==> config.mk <==
export PLATFORM = sky130hd
export DESIGN_NAME = evsched_top
export DESIGN_NICKNAME = d
export VERILOG_FILES = /design/src/rtl/evsched_pkg.sv /design/src/rtl/evsched_cfg.sv /design/src/rtl/evsched_arb.sv /design/src/rtl/evsched_flags.sv /design/src/rtl/evsched_top.sv
export SDC_FILE = /design/constraint.sdc
export NUM_CORES = 1
export LEC_CHECK = 0
export BUFFER_PORTS_ARGS = -buffer_cell sky130_fd_sc_hd__buf_4
export CORE_AREA = 3 3 139 141
export DETAILED_ROUTE_END_ITERATION = 8
export DIE_AREA = 0 0 142 144
export MAX_ROUTING_LAYER = met4
export SYNTH_ARGS = -nofsm -noshare
export SYNTH_HDL_FRONTEND = slang
export SYNTH_SLANG_ARGS = --single-unit
==> constraint.sdc <==
create_clock -name clk -period 13.5 [get_ports clk]
set_input_delay 0.675 -clock clk [delete_from_list [all_inputs] [get_ports clk]]
set_output_delay 0.675 -clock clk [all_outputs]
set_load 0.05 [all_outputs]
==> src/rtl/evsched_pkg.sv <==
package evsched_pkg;
  localparam int unsigned DEF_TASKS = 8;
  localparam int unsigned DEF_VEC_W = 10;

  // Candidate replaces the current best only when strictly more urgent,
  // so on equal priority the earlier (lower) index is kept.
  function automatic logic more_urgent(logic have_best, int unsigned cand_prio,
                                       int unsigned best_prio);
    return !have_best || (cand_prio < best_prio);
  endfunction
endpackage

==> src/rtl/evsched_cfg.sv <==
module evsched_cfg #(
  parameter int unsigned N     = 8,
  parameter int unsigned VEC_W = 10,
  localparam int unsigned IDX_W = (N > 1) ? $clog2(N) : 1
) (
  input  logic               clk,
  input  logic               rst_n,
  input  logic               cfg_we,
  input  logic [IDX_W-1:0]   cfg_idx,
  input  logic [IDX_W-1:0]   cfg_prio,
  input  logic [VEC_W-1:0]   cfg_vec,
  input  logic               dflt_we,
  input  logic [VEC_W-1:0]   dflt_vec,
  output logic [N*IDX_W-1:0] prio_flat,
  output logic [N*VEC_W-1:0] vec_flat,
  output logic [VEC_W-1:0]   dflt_q
);
  for (genvar g = 0; g < N; g++) begin : g_slot
    logic hit;
    assign hit = cfg_we && (cfg_idx == IDX_W'(g));
    always_ff @(posedge clk) begin
      if (!rst_n) begin
        prio_flat[g*IDX_W +: IDX_W] <= IDX_W'(g);
        vec_flat[g*VEC_W +: VEC_W]  <= VEC_W'(g);
      end else if (hit) begin
        prio_flat[g*IDX_W +: IDX_W] <= cfg_prio;
        vec_flat[g*VEC_W +: VEC_W]  <= cfg_vec;
      end
    end
  end

  always_ff @(posedge clk) begin
    if (!rst_n)       dflt_q <= '1;
    else if (dflt_we) dflt_q <= dflt_vec;
  end
endmodule

==> src/rtl/evsched_arb.sv <==
module evsched_arb
  import evsched_pkg::*;
#(
  parameter int unsigned N = 8,
  localparam int unsigned IDX_W = (N > 1) ? $clog2(N) : 1
) (
  input  logic [N-1:0]       pend,
  input  logic [N*IDX_W-1:0] prio_flat,
  output logic [N-1:0]       win_oh,
  output logic [IDX_W-1:0]   win_idx,
  output logic               win_any
);
  logic [IDX_W-1:0] best_prio;

  always_comb begin
    win_any   = 1'b0;
    win_idx   = '0;
    best_prio = '0;
    for (int i = 0; i < N; i++) begin
      if (pend[i] && more_urgent(win_any, 32'(prio_flat[i*IDX_W +: IDX_W]),
                                 32'(best_prio))) begin
        win_any   = 1'b1;
        win_idx   = IDX_W'(i);
        best_prio = prio_flat[i*IDX_W +: IDX_W];
      end
    end
    win_oh = '0;
    if (win_any) win_oh[win_idx] = 1'b1;
  end
endmodule

==> src/rtl/evsched_flags.sv <==
module evsched_flags #(
  parameter int unsigned N = 8
) (
  input  logic         clk,
  input  logic         rst_n,
  input  logic [N-1:0] ev_pulse,
  input  logic [N-1:0] clr_mask,
  input  logic [N-1:0] take,
  output logic [N-1:0] pend,
  output logic [N-1:0] ovr
);
  logic [N-1:0] pend_d, ovr_d, merged;

  // a pulse landing on a flag that stays set is a lost (merged) event
  assign merged = ev_pulse & pend & ~take;
  assign pend_d = (pend & ~take & ~clr_mask) | ev_pulse;
  assign ovr_d  = (ovr & ~clr_mask) | merged;

  always_ff @(posedge clk) begin
    if (!rst_n) begin
      pend <= '0;
      ovr  <= '0;
    end else begin
      pend <= pend_d;
      ovr  <= ovr_d;
    end
  end
endmodule

==> src/rtl/evsched_top.sv <==
module evsched_top
  import evsched_pkg::*;
#(
  parameter int unsigned N     = DEF_TASKS,
  parameter int unsigned VEC_W = DEF_VEC_W,
  localparam int unsigned IDX_W = (N > 1) ? $clog2(N) : 1
) (
  input  logic             clk,
  input  logic             rst_n,
  input  logic [N-1:0]     ev_pulse,
  input  logic [N-1:0]     clr_mask,
  input  logic             cfg_we,
  input  logic [IDX_W-1:0] cfg_idx,
  input  logic [IDX_W-1:0] cfg_prio,
  input  logic [VEC_W-1:0] cfg_vec,
  input  logic             dflt_we,
  input  logic [VEC_W-1:0] dflt_vec,
  input  logic             dispatch,
  output logic             disp_ack,
  output logic             disp_valid,
  output logic [VEC_W-1:0] disp_vec,
  output logic [IDX_W-1:0] disp_task,
  output logic [N-1:0]     pend,
  output logic [N-1:0]     ovr
);
  logic [N*IDX_W-1:0] prio_flat;
  logic [N*VEC_W-1:0] vec_flat;
  logic [VEC_W-1:0]   dflt_q;
  logic [N-1:0]       win_oh;
  logic [IDX_W-1:0]   win_idx;
  logic               win_any;
  logic [N-1:0]       take;
  logic [VEC_W-1:0]   win_vec;

  evsched_cfg #(.N(N), .VEC_W(VEC_W)) u_cfg (
    .clk(clk), .rst_n(rst_n), .cfg_we(cfg_we), .cfg_idx(cfg_idx),
    .cfg_prio(cfg_prio), .cfg_vec(cfg_vec), .dflt_we(dflt_we),
    .dflt_vec(dflt_vec), .prio_flat(prio_flat), .vec_flat(vec_flat),
    .dflt_q(dflt_q)
  );

  evsched_arb #(.N(N)) u_arb (
    .pend(pend), .prio_flat(prio_flat), .win_oh(win_oh),
    .win_idx(win_idx), .win_any(win_any)
  );

  assign take    = dispatch ? win_oh : '0;
  assign win_vec = vec_flat[win_idx*VEC_W +: VEC_W];

  evsched_flags #(.N(N)) u_flags (
    .clk(clk), .rst_n(rst_n), .ev_pulse(ev_pulse), .clr_mask(clr_mask),
    .take(take), .pend(pend), .ovr(ovr)
  );

  always_ff @(posedge clk) begin
    if (!rst_n) begin
      disp_ack   <= 1'b0;
      disp_valid <= 1'b0;
      disp_vec   <= '0;
      disp_task  <= '0;
    end else begin
      disp_ack <= dispatch;
      if (dispatch) begin
        disp_valid <= win_any;
        disp_vec   <= win_any ? win_vec : dflt_q;
        disp_task  <= win_any ? win_idx : '0;
      end
    end
  end
endmodule

# Word-level counts from Yosys, hierarchy flattened
# Index checks and enable logic that the tools add are counted.
# op_classes
mul	1
order_cmp	9
eq_ne	7
shift	1
n_mux	28
n_bitwise	9
n_reduce_logical	31
# ops
operator	n
$shiftx A80 B8 Y10	1
$and A8 B8 Y8	5
$mux W3	12
$lt A3 B3 Y1	7
$logic_and A1 B1 Y1	16
$mux W8	2
$not A8 Y8	2
$or A8 B8 Y8	2
$eq A3 B3 Y1 const B	4
$mux W1	10
$mux W10	1
$logic_not A1 Y1	7
$logic_or A1 B1 Y1	7
$eq A3 B2 Y1 const B	2
$mul A3 B3 Y6 const B	1
$lt A3 B4 Y1 const B	1
$mux W2	2
$demux W1 S3	1
$eq A3 B1 Y1 const B	1
$ge A3 B1 Y1 const B	1
$logic_not A3 Y1	1
# totals
ff_bits	145
in_bits	47
wordCells	109

# Logic depth before layout (Yosys ltp)
# Gate-level depths: netlist of the first run.
# logic_depth
ltp_word	39
ltp_mapped	53
depth_no_buf	46

# Hierarchy
# From an unflattened synthesis of the first run, not the netlist that was laid out.
# hier_totals
cells_unflattened	782
area_unflattened_um2	7513.5
# by_module_without_submodules
mod	n_inst	cells_per_inst	area_each_um2
evsched_cfg	1	402	4240.3
evsched_top	1	153	1442.6
evsched_arb	1	169	1207.4
evsched_flags	1	58	623.1

# Worst setup path before layout of the first run
# OpenSTA, ideal clock, no wires.
# synth_timing
path_type	reg-to-reg
startpoint	reg u_flags.pend[0]
endpoint	reg disp_vec[0]
arrival_time_ps	10606
required_time_ps	13380
setup_slack_ps	2775
path_stages_with_launch	50
path_buffers	7
period_less_slack_ps	10725
path_cell_list	dfxtp_1 buf_6 nand2_1 ha_1 o21a_1 a21oi_1 o21ai_0 mux2_2 ha_1 a21oi_1 o21ai_0 a21oi_1 mux2i_1 inv_1 ha_1 a21oi_1 a21oi_1 a21oi_1 [... 14 more ...] o21a_1 ha_1 a21oi_1 nor3b_1 a22oi_1 o31ai_1 buf_2 buf_1 mux2_2 ha_1 a211o_1 o311a_1 or3_1 buf_4 or3b_1 buf_6 o22ai_1 o31a_1
# synth_via
elab_chain_len	32
elab_cells_between_ends	53
cone_classes	mul (1); order compare (7); shift (1); mux (23); reduce/logical (21)
# synth_rtl
item	line_no	text
start: declaration	evsched_flags.sv:9	output logic [N-1:0] pend,
start signal: assignment	evsched_flags.sv:24	pend <= pend_d;
$mux W3 / $mux W1 (equally long branches)	evsched_arb.sv:20	if (pend[i] && more_urgent(win_any, 32'(prio_flat[i*IDX_W +: IDX_W]),
$lt A3 B3 Y1 / $logic_not A1 Y1 (equally long branches)	evsched_pkg.sv:9	return !have_best || (cand_prio < best_prio);
$logic_or A1 B1 Y1	evsched_pkg.sv:9	
$logic_and A1 B1 Y1	evsched_arb.sv:20	
$mux W3 / $mux W1 (equally long branches)	evsched_arb.sv:20	
$lt A3 B3 Y1 / $logic_not A1 Y1 (equally long branches)	evsched_pkg.sv:9	
$logic_or A1 B1 Y1	evsched_pkg.sv:9	
$logic_and A1 B1 Y1	evsched_arb.sv:20	
[... 16 more ...]	n/a	
$mux W3 / $mux W1 (equally long branches)	evsched_arb.sv:20	
$lt A3 B3 Y1 / $logic_not A1 Y1 (equally long branches)	evsched_pkg.sv:9	
$logic_or A1 B1 Y1	evsched_pkg.sv:9	
$logic_and A1 B1 Y1	evsched_arb.sv:20	
$mux W3	evsched_arb.sv:20	
$mul A3 B3 Y6	evsched_top.sv:48	assign win_vec = vec_flat[win_idx*VEC_W +: VEC_W];
$shiftx A80 B8 Y10	evsched_top.sv:48	
$mux W10 (*)	evsched_top.sv:65	disp_vec <= win_any ? win_vec : dflt_q;
end signal: assignment	evsched_top.sv:65	
end: declaration	evsched_top.sv:21	output logic [VEC_W-1:0] disp_vec,
# Mark *: on every way between the ends. The rest lies on a longest branch, timed or not.
# A chain may end at the register's enable or synchronous reset.

# Worst setup path in the final report of the first run
# layout_timing
startpoint	reg u_flags.pend[0]
endpoint	reg disp_vec[4]
# The elaborated chain is that of the path after synthesis.

==> results.yml, run 1 <==
setup_path:
  critical_path_buf_inv_count: 2
  cp-end-kind: "flip-flop"
  reg2reg_to: "disp_vec[4]"
  path_delay_family: "compound AO/OA/AOI/OAI gates"
  crit_fanout: 27
  cp_data_arrival_time_ns: 12.22
  startpoint: "u_flags.pend[0]"
  critical_path_required_ns: 13.81
  reg2regPathDepth: 42
  worst_path_most_repeated_cell: "a21oi_1"
  path_depth: 42
  crit_path_max_incr_delay_ns: 0.73
  worstReg2RegStart: "u_flags.pend[0]"
  worst_path_max_delay_cell: "or3_1"
  start_kind: "flip-flop"
  r2r_setup_slack_ns: 1.59
  crit_end: "disp_vec[4]"
  criticalPathCategory: "flip-flop to flip-flop"
yosys:
  async_reset_ff_frac: 0
  synth_flop_cell: "dfxtp_1"
  synth_edf_count: 0
  syn-num-nets: 961
  ys_seq_area_frac: 0.403
  synthCells: 900
  syn_area_sq_um: 7200
  yosysWarnings: 0
  synth_seq_cells: 145
  synth_area_per_cell_sq_um: 8.00
  synth_cell_types: 61
drt:
  routedWlPerCell_microns: 17.0
  route.met2.wl_microns: 9260
  drc: 0
  wl_microns: 20000
  drtIter0Drc: 284
  firstDrtPassIters: 4
  wl_met3_microns: 792
  maxUsedRoutingLayer: "met4"
  met1_length_microns: 9570
  dr_total_vias: 6281
  postRouteAntennaNets: 0
  vias_per_cell: 5.34
sta:
  tns_ns: 0
  finalCriticalPeriod_ns: 11.91
  rsz0062_at_grt: "false"
  slew_violations: 0
  fin_worst_skew_ns: 0.0103
  relSlewSlack: 0.178
  max_clock_freq_mhz: 84.0
  worst_pin_slew_ns: 1.23
  setup_viol: 0
  hold_slack_ns: 0.459
  hold_viol_final: 0
  finalCritPeriodShare: 0.882
layout:
  n_antenna_cell: 0
  area_growth_pct: 16.2
  regArea_sq_um: 2900
  multi_input_area_sq_um: 3880
  nets: 995
  drive_gt1_frac: 0.136
  fillers: 1814
clock_tree:
  clk_pin_slew_ns: 0.07
  cts_hold_buf: 0
  cts_root_buf: "clkbuf_16"
  numCtsBuffers: 17
  ctsHtreeMaxLevel: 4
  cts_tree: "built"
  clock_sinks: 145
  clk_latency_ns: 0.43
  post_cts_resized: 0
  post_cts_buffers: 0
  clockBufferDepth: 2
floorplan:
  die_area_sq_um: 20400
  pin_count: 78
  initial_utilization: 0.398
  die_y_microns: 144
  fp-row-count: 49
  core_sq_um: 18100
  die_w_microns: 142
global_routing:
  grt_max_degree: 86
  grt_pass1_vias: 5955
  grt_antenna_before_repair: 0
  track_usage: 0.204
  grt_first_pass_wirelength_microns: 31900
  grt_overflow: 0
power:
  peakVddDrop_mv: 0.0859
  p_per_area_nw_per_um2: 132
  leakagePower_nw: 3.29
placement:
  gp_congestion: 0.877
  io_buffers: 77
  dp_hpwl_microns: 14100
run:
  maxCapViolCount: 0
status:
  status: "finished clean"
min_path:
  hold_class: "input pin to flip-flop"
stage by stage:
step	instances	utilization	setup WS, ns	power (mW)	cell area, sq um
after floorplan	900	-	2.77	0.599	7200
after global placement	1144	0.431	1.95	0.654	7800
after detailed placement	1144	0.431	1.69	0.654	7800
after CTS	1176	0.463	1.64	1.11	8370
after global routing	1176	0.463	0.494	1.15	8370
final	1176	0.463	1.59	1.10	8370
flip-flops by register name, summed over array words and instances (netlist names):
name / count
u_cfg.dflt_q: 10
disp_valid: 1
u_flags.pend: 8
u_cfg.prio_flat: 24
disp_task: 3
u_flags.ovr: 8
disp_vec: 10
disp_ack: 1
u_cfg.vec_flat: 80
where the power goes:
group	internal [mW]	switching, mW	leakage (nW)
Combinational	0.0685	0.119	1.83
Clock	0.245	0.211	0.280
Sequential	0.444	0.0132	1.18
synthesized netlist by cell type (5+ instances only):
master,n,share of area
inv_1,25,0.013
a221oi_1,10,0.012
a21boi_0,87,0.091
o211ai_1,5,0.0052
nor2b_1,12,0.010
nor3_1,20,0.014
o31a_1,11,0.013
o21a_1,15,0.016
buf_2,7,0.0049
nand2_1,262,0.14
mux2i_1,34,0.047
ha_1,14,0.024
a21oi_1,24,0.017
o22ai_1,11,0.0096
nand3_1,28,0.019
clkbuf_1,42,0.022
nand2b_1,6,0.0052
clkbuf_2,5,0.0035
nor2_1,25,0.013
o21ai_0,23,0.016
o311ai_0,7,0.0085
dfxtp_1,145,0.40
a22o_1,10,0.012
buf_4,12,0.013
worst reg2reg max path, delay by kind of cell (launching register included):
family	cells	cell delay, ns
buf+inv	2	0.36
mux	4	1.36
compound gates	23	5.37
fa+ha+maj	7	2.13
simple gates	6	2.03
flops	1	0.55
final cells by class:
type,count,area share
multi-input combinational,661,0.464
sequential,145,0.347
timing repair buffer,84,0.0754
clock buffer,17,0.0508
tap,229,0.0342
clock inverter,15,0.0172
inverter,25,0.0112
worst min path at each step:
stage | start | to | cells past startpoint
final | dflt_vec[1] | u_cfg.dflt_q[1] | 3
after global routing | dflt_vec[3] | u_cfg.dflt_q[3] | 3
after CTS | dflt_vec[1] | u_cfg.dflt_q[1] | 3
after detailed placement | u_cfg.vec_flat[30] | u_cfg.vec_flat[30] | 2
after global placement | u_cfg.vec_flat[10] | u_cfg.vec_flat[10] | 2
after floorplan | u_cfg.dflt_q[0] | u_cfg.dflt_q[0] | 2
layer usage:
layer,track usage,vias to the layer above
met4,0.0631,0
met1,0.265,2945
met2,0.327,136
met5,-,-
met3,0.0360,23
li1,-,3177
placed cells by master, fill, tap and decap left out, types with 10 or more instances in the layout:
cell / instances
nand2_1: 262
dfxtp_1: 145
a21boi_0: 87
buf_4: 84
mux2i_1: 34
nand3_1: 28
inv_1: 25
nor2_1: 24
a21oi_1: 24
o21ai_0: 23
nor3_1: 20
clkbuf_16: 17
o21a_1: 15
ha_1: 14
nor2b_1: 12
o31a_1: 11
o22ai_1: 11
a221oi_1: 10
a22o_1: 10
cell families (layout without fill, tap and decap cells):
family | Yosys count | in the layout | share of synthesized area
AND/OR/NAND/NOR | 374 | 374 | 0.222
adder cells (fa/ha/maj) | 14 | 14 | 0.0243
buffers and inverters | 94 | 141 | 0.0594
AO/OA/AOI/OAI | 235 | 235 | 0.238
flip-flops | 145 | 145 | 0.403
multiplexers | 38 | 38 | 0.0535
Power figures use the tool's default switching activity.
==> run 2, diff against run 1 <==
--- a/config.mk
+++ b/config.mk
@@ -6,10 +6,11 @@
 export NUM_CORES = 1
 export LEC_CHECK = 0
 export BUFFER_PORTS_ARGS = -buffer_cell sky130_fd_sc_hd__buf_4
-export CORE_AREA = 3 3 139 141
+export CORE_AREA = 3 3 142 144
 export DETAILED_ROUTE_END_ITERATION = 8
-export DIE_AREA = 0 0 142 144
+export DIE_AREA = 0 0 145 147
 export MAX_ROUTING_LAYER = met4
 export SYNTH_ARGS = -nofsm -noshare
 export SYNTH_HDL_FRONTEND = slang
+export SYNTH_HIERARCHICAL = 1
 export SYNTH_SLANG_ARGS = --single-unit
==> results.yml, run 2 <==
sta:
  hold_viol_final: 0
  fin_worst_skew_ns: 0.0117
  rsz0062_at_grt: "false"
  tns_ns: 0
  relSlewSlack: 0.255
  setup_viol: 0
  postLayoutSetupSlackWorst_ns: 1.96
  hold_slack_ns: 0.455
  worst_pin_slew_ns: 1.11
  finalCriticalPeriod_ns: 11.54
  slew_violations: 0
  max_clock_freq_mhz: 86.6
  finalCritPeriodShare: 0.855
yosys:
  synth_top_area_share: 0.386
  synth_top_cell_by_area: "dfxtp_1"
  async_reset_ff_frac: 0
  yosys-top-cells-count: "dfxtp_1, nand2_1, mux2i_1"
  syn-num-nets: 843
  synth_seq_cells: 145
  synth_cell_types: 78
  synth_edf_count: 0
  synth.most_common_cell: "dfxtp_1"
  synth.area.top_cells: "dfxtp_1, mux2i_1, nand2_1"
  synth_flop_cell: "dfxtp_1"
  synthCells: 782
  syn_area_sq_um: 7510
  ys_seq_area_frac: 0.386
  synth_area_per_cell_sq_um: 9.61
  yosysWarnings: 6
setup_path:
  r2r_setup_slack_ns: 1.96
  crit_path_max_incr_delay_ns: 0.63
  start_kind: "flip-flop"
  crit_fanout: 41
  critical_path_required_ns: 13.79
  reg2regPathDepth: 46
  cp-end-kind: "flip-flop"
  reg2reg_to: "disp_vec[7]"
  worstReg2RegStart: "u_flags/pend[0]"
  worst_path_most_repeated_cell: "ha_1"
  worst_path_max_delay_cell: "dfxtp_1"
  cp_data_arrival_time_ns: 11.83
  criticalPathCategory: "flip-flop to flip-flop"
status:
  status: "finished clean"
floorplan:
  pin_count: 78
  die_area_sq_um: 21300
  die_y_microns: 147
  fp-row-count: 50
  die_w_microns: 145
  initial_utilization: 0.399
  core_sq_um: 18800
clock_tree:
  clock_sinks: 145
  cts_root_buf: "clkbuf_16"
  clockBufferDepth: 2
  ctsHtreeMaxLevel: 4
  cts_hold_buf: 0
  clk_pin_slew_ns: 0.06
  clk_latency_ns: 0.42
  cts_tree: "built"
  numCtsBuffers: 17
  post_cts_buffers: 0
  post_cts_resized: 0
layout:
  area_growth_pct: 16.9
  layout_commonest_cell: "dfxtp_1"
  drive_gt1_frac: 0.193
  largest_registers: "u_cfg/vec_flat (80), u_cfg/prio_flat (24)"
  fillers: 1809
  final_area_sq_um: 8790
  mostFrequentLayoutCells: "dfxtp_1, nand2_1, mux2i_1"
  nets: 898
  largest_reg_flops: 80
  top_register: "u_cfg/vec_flat"
  n_antenna_cell: 0
min_path:
  hold_depth: 2
  min_to: "u_cfg/vec_flat[17]"
  hold_path_startpoint: "u_cfg/vec_flat[17]"
  hold_class: "flip-flop to flip-flop"
power:
  p_per_area_nw_per_um2: 134
  p_sw_frac: 0.302
  switchingPower_uw: 356
  pwr-share-seq: 0.394
  cellInternalPower_uw: 821
  share_comb_of_total_power: 0.206
  leakagePower_nw: 4.05
  power.total_mw: 1.18
  peakVddDrop_mv: 0.0622
  pwr-share-clk: 0.400
global_routing:
  grt_overflow: 0
  grt_pass1_vias: 5497
  grt_antenna_before_repair: 0
  track_usage: 0.181
  grt_max_degree: 78
  grt_first_pass_wirelength_microns: 30300
placement:
  gp_congestion: 0.949
  io_buffers: 77
  place_area_sq_um: 8200
  dp_hpwl_microns: 13000
  dp_slack_ns: 2.13
drt:
  firstDrtPassIters: 5
  vias_per_cell: 5.21
  drtIter0Drc: 393
  routedWlPerCell_microns: 17.2
  postRouteAntennaNets: 0
  wl_microns: 19100
  drc: 0
  dr_total_vias: 5779
run:
  maxCapViolCount: 0
run 2: cell count changes in the layout (fill, tap and decap cells not counted), moves of 15 or more:
cell,previous run,this run
nor2b_1,12,41
mux2_2,4,21
mux2i_1,34,118
a21boi_0,87,4
nand3_1,28,7
mux2_1,0,20
nand2_1,262,130
inv_1,25,10
a21oi_1,24,7
nor3_1,20,5
run 2: kinds of logic after synthesis:
family,share of synthesized area
multiplexers,0.219
flip-flops,0.386
adder cells (fa/ha/maj),0.0233
buffers and inverters,0.0483
AND/OR/NAND/NOR,0.203
AO/OA/AOI/OAI,0.120
run 2: area by class of cell:
| type | count | area [sq um] | area share |
|---|---|---|---|
| flip-flops and latches | 145 | 2900 | 0.330 |
| repair buffers | 86 | 646 | 0.0735 |
| well taps | 260 | 325 | 0.0370 |
| clock inverters | 14 | 151 | 0.0172 |
| clock buffers | 18 | 439 | 0.0500 |
| inverters | 11 | 41.3 | 0.00470 |
| multi-input cells | 576 | 4280 | 0.487 |
run 2: routing by layer:
metal	global-route usage	vias to the layer above	part of all wire
li1	-	2906	-
met1	0.259	2730	0.51
met2	0.259	124	0.42
met3	0.0419	19	0.049
met4	0.0442	0	0.012
met5	-	-	0
run 2: critical path: cells and delay by family, from the launching register on:
family,cells,cell delay [ns]
AND/OR/NAND/NOR,8,1.31
buffers and inverters,2,0.57
AO/OA/AOI/OAI,26,5.81
multiplexers,3,0.98
adder cells (fa/ha/maj),7,2.12
flip-flops,1,0.63
run 2: power by group through the flow:
stage / Sequential, mW / Combinational, mW / Clock [mW]
floorplan: 0.500 / 0.158 / 0
global placement: 0.473 / 0.240 / 0
detailed placement: 0.472 / 0.241 / 0
CTS: 0.463 / 0.242 / 0.481
global route: 0.466 / 0.260 / 0.500
finish: 0.463 / 0.243 / 0.471
run 2: stage by stage:
step           utilization  std cells
6_report             0.467       1110
5_1_grt              0.467       1110
4_1_cts              0.467       1110
3_5_place_dp         0.435       1078
3_3_place_gp         0.435       1078
2_1_floorplan            -        782
run 2: worst max path at each step:
stage	slack, ns	cells past startpoint	to	startpoint
2_1_floorplan	2.97	49	disp_vec[5]	u_flags/pend[0]
3_3_place_gp	2.38	47	disp_vec[7]	u_flags/pend[0]
3_5_place_dp	2.13	46	disp_vec[4]	u_flags/pend[0]
4_1_cts	2.07	46	disp_vec[7]	u_flags/pend[0]
5_1_grt	1.20	47	disp_vec[7]	u_flags/pend[0]
6_report	1.96	46	disp_vec[7]	u_flags/pend[0]
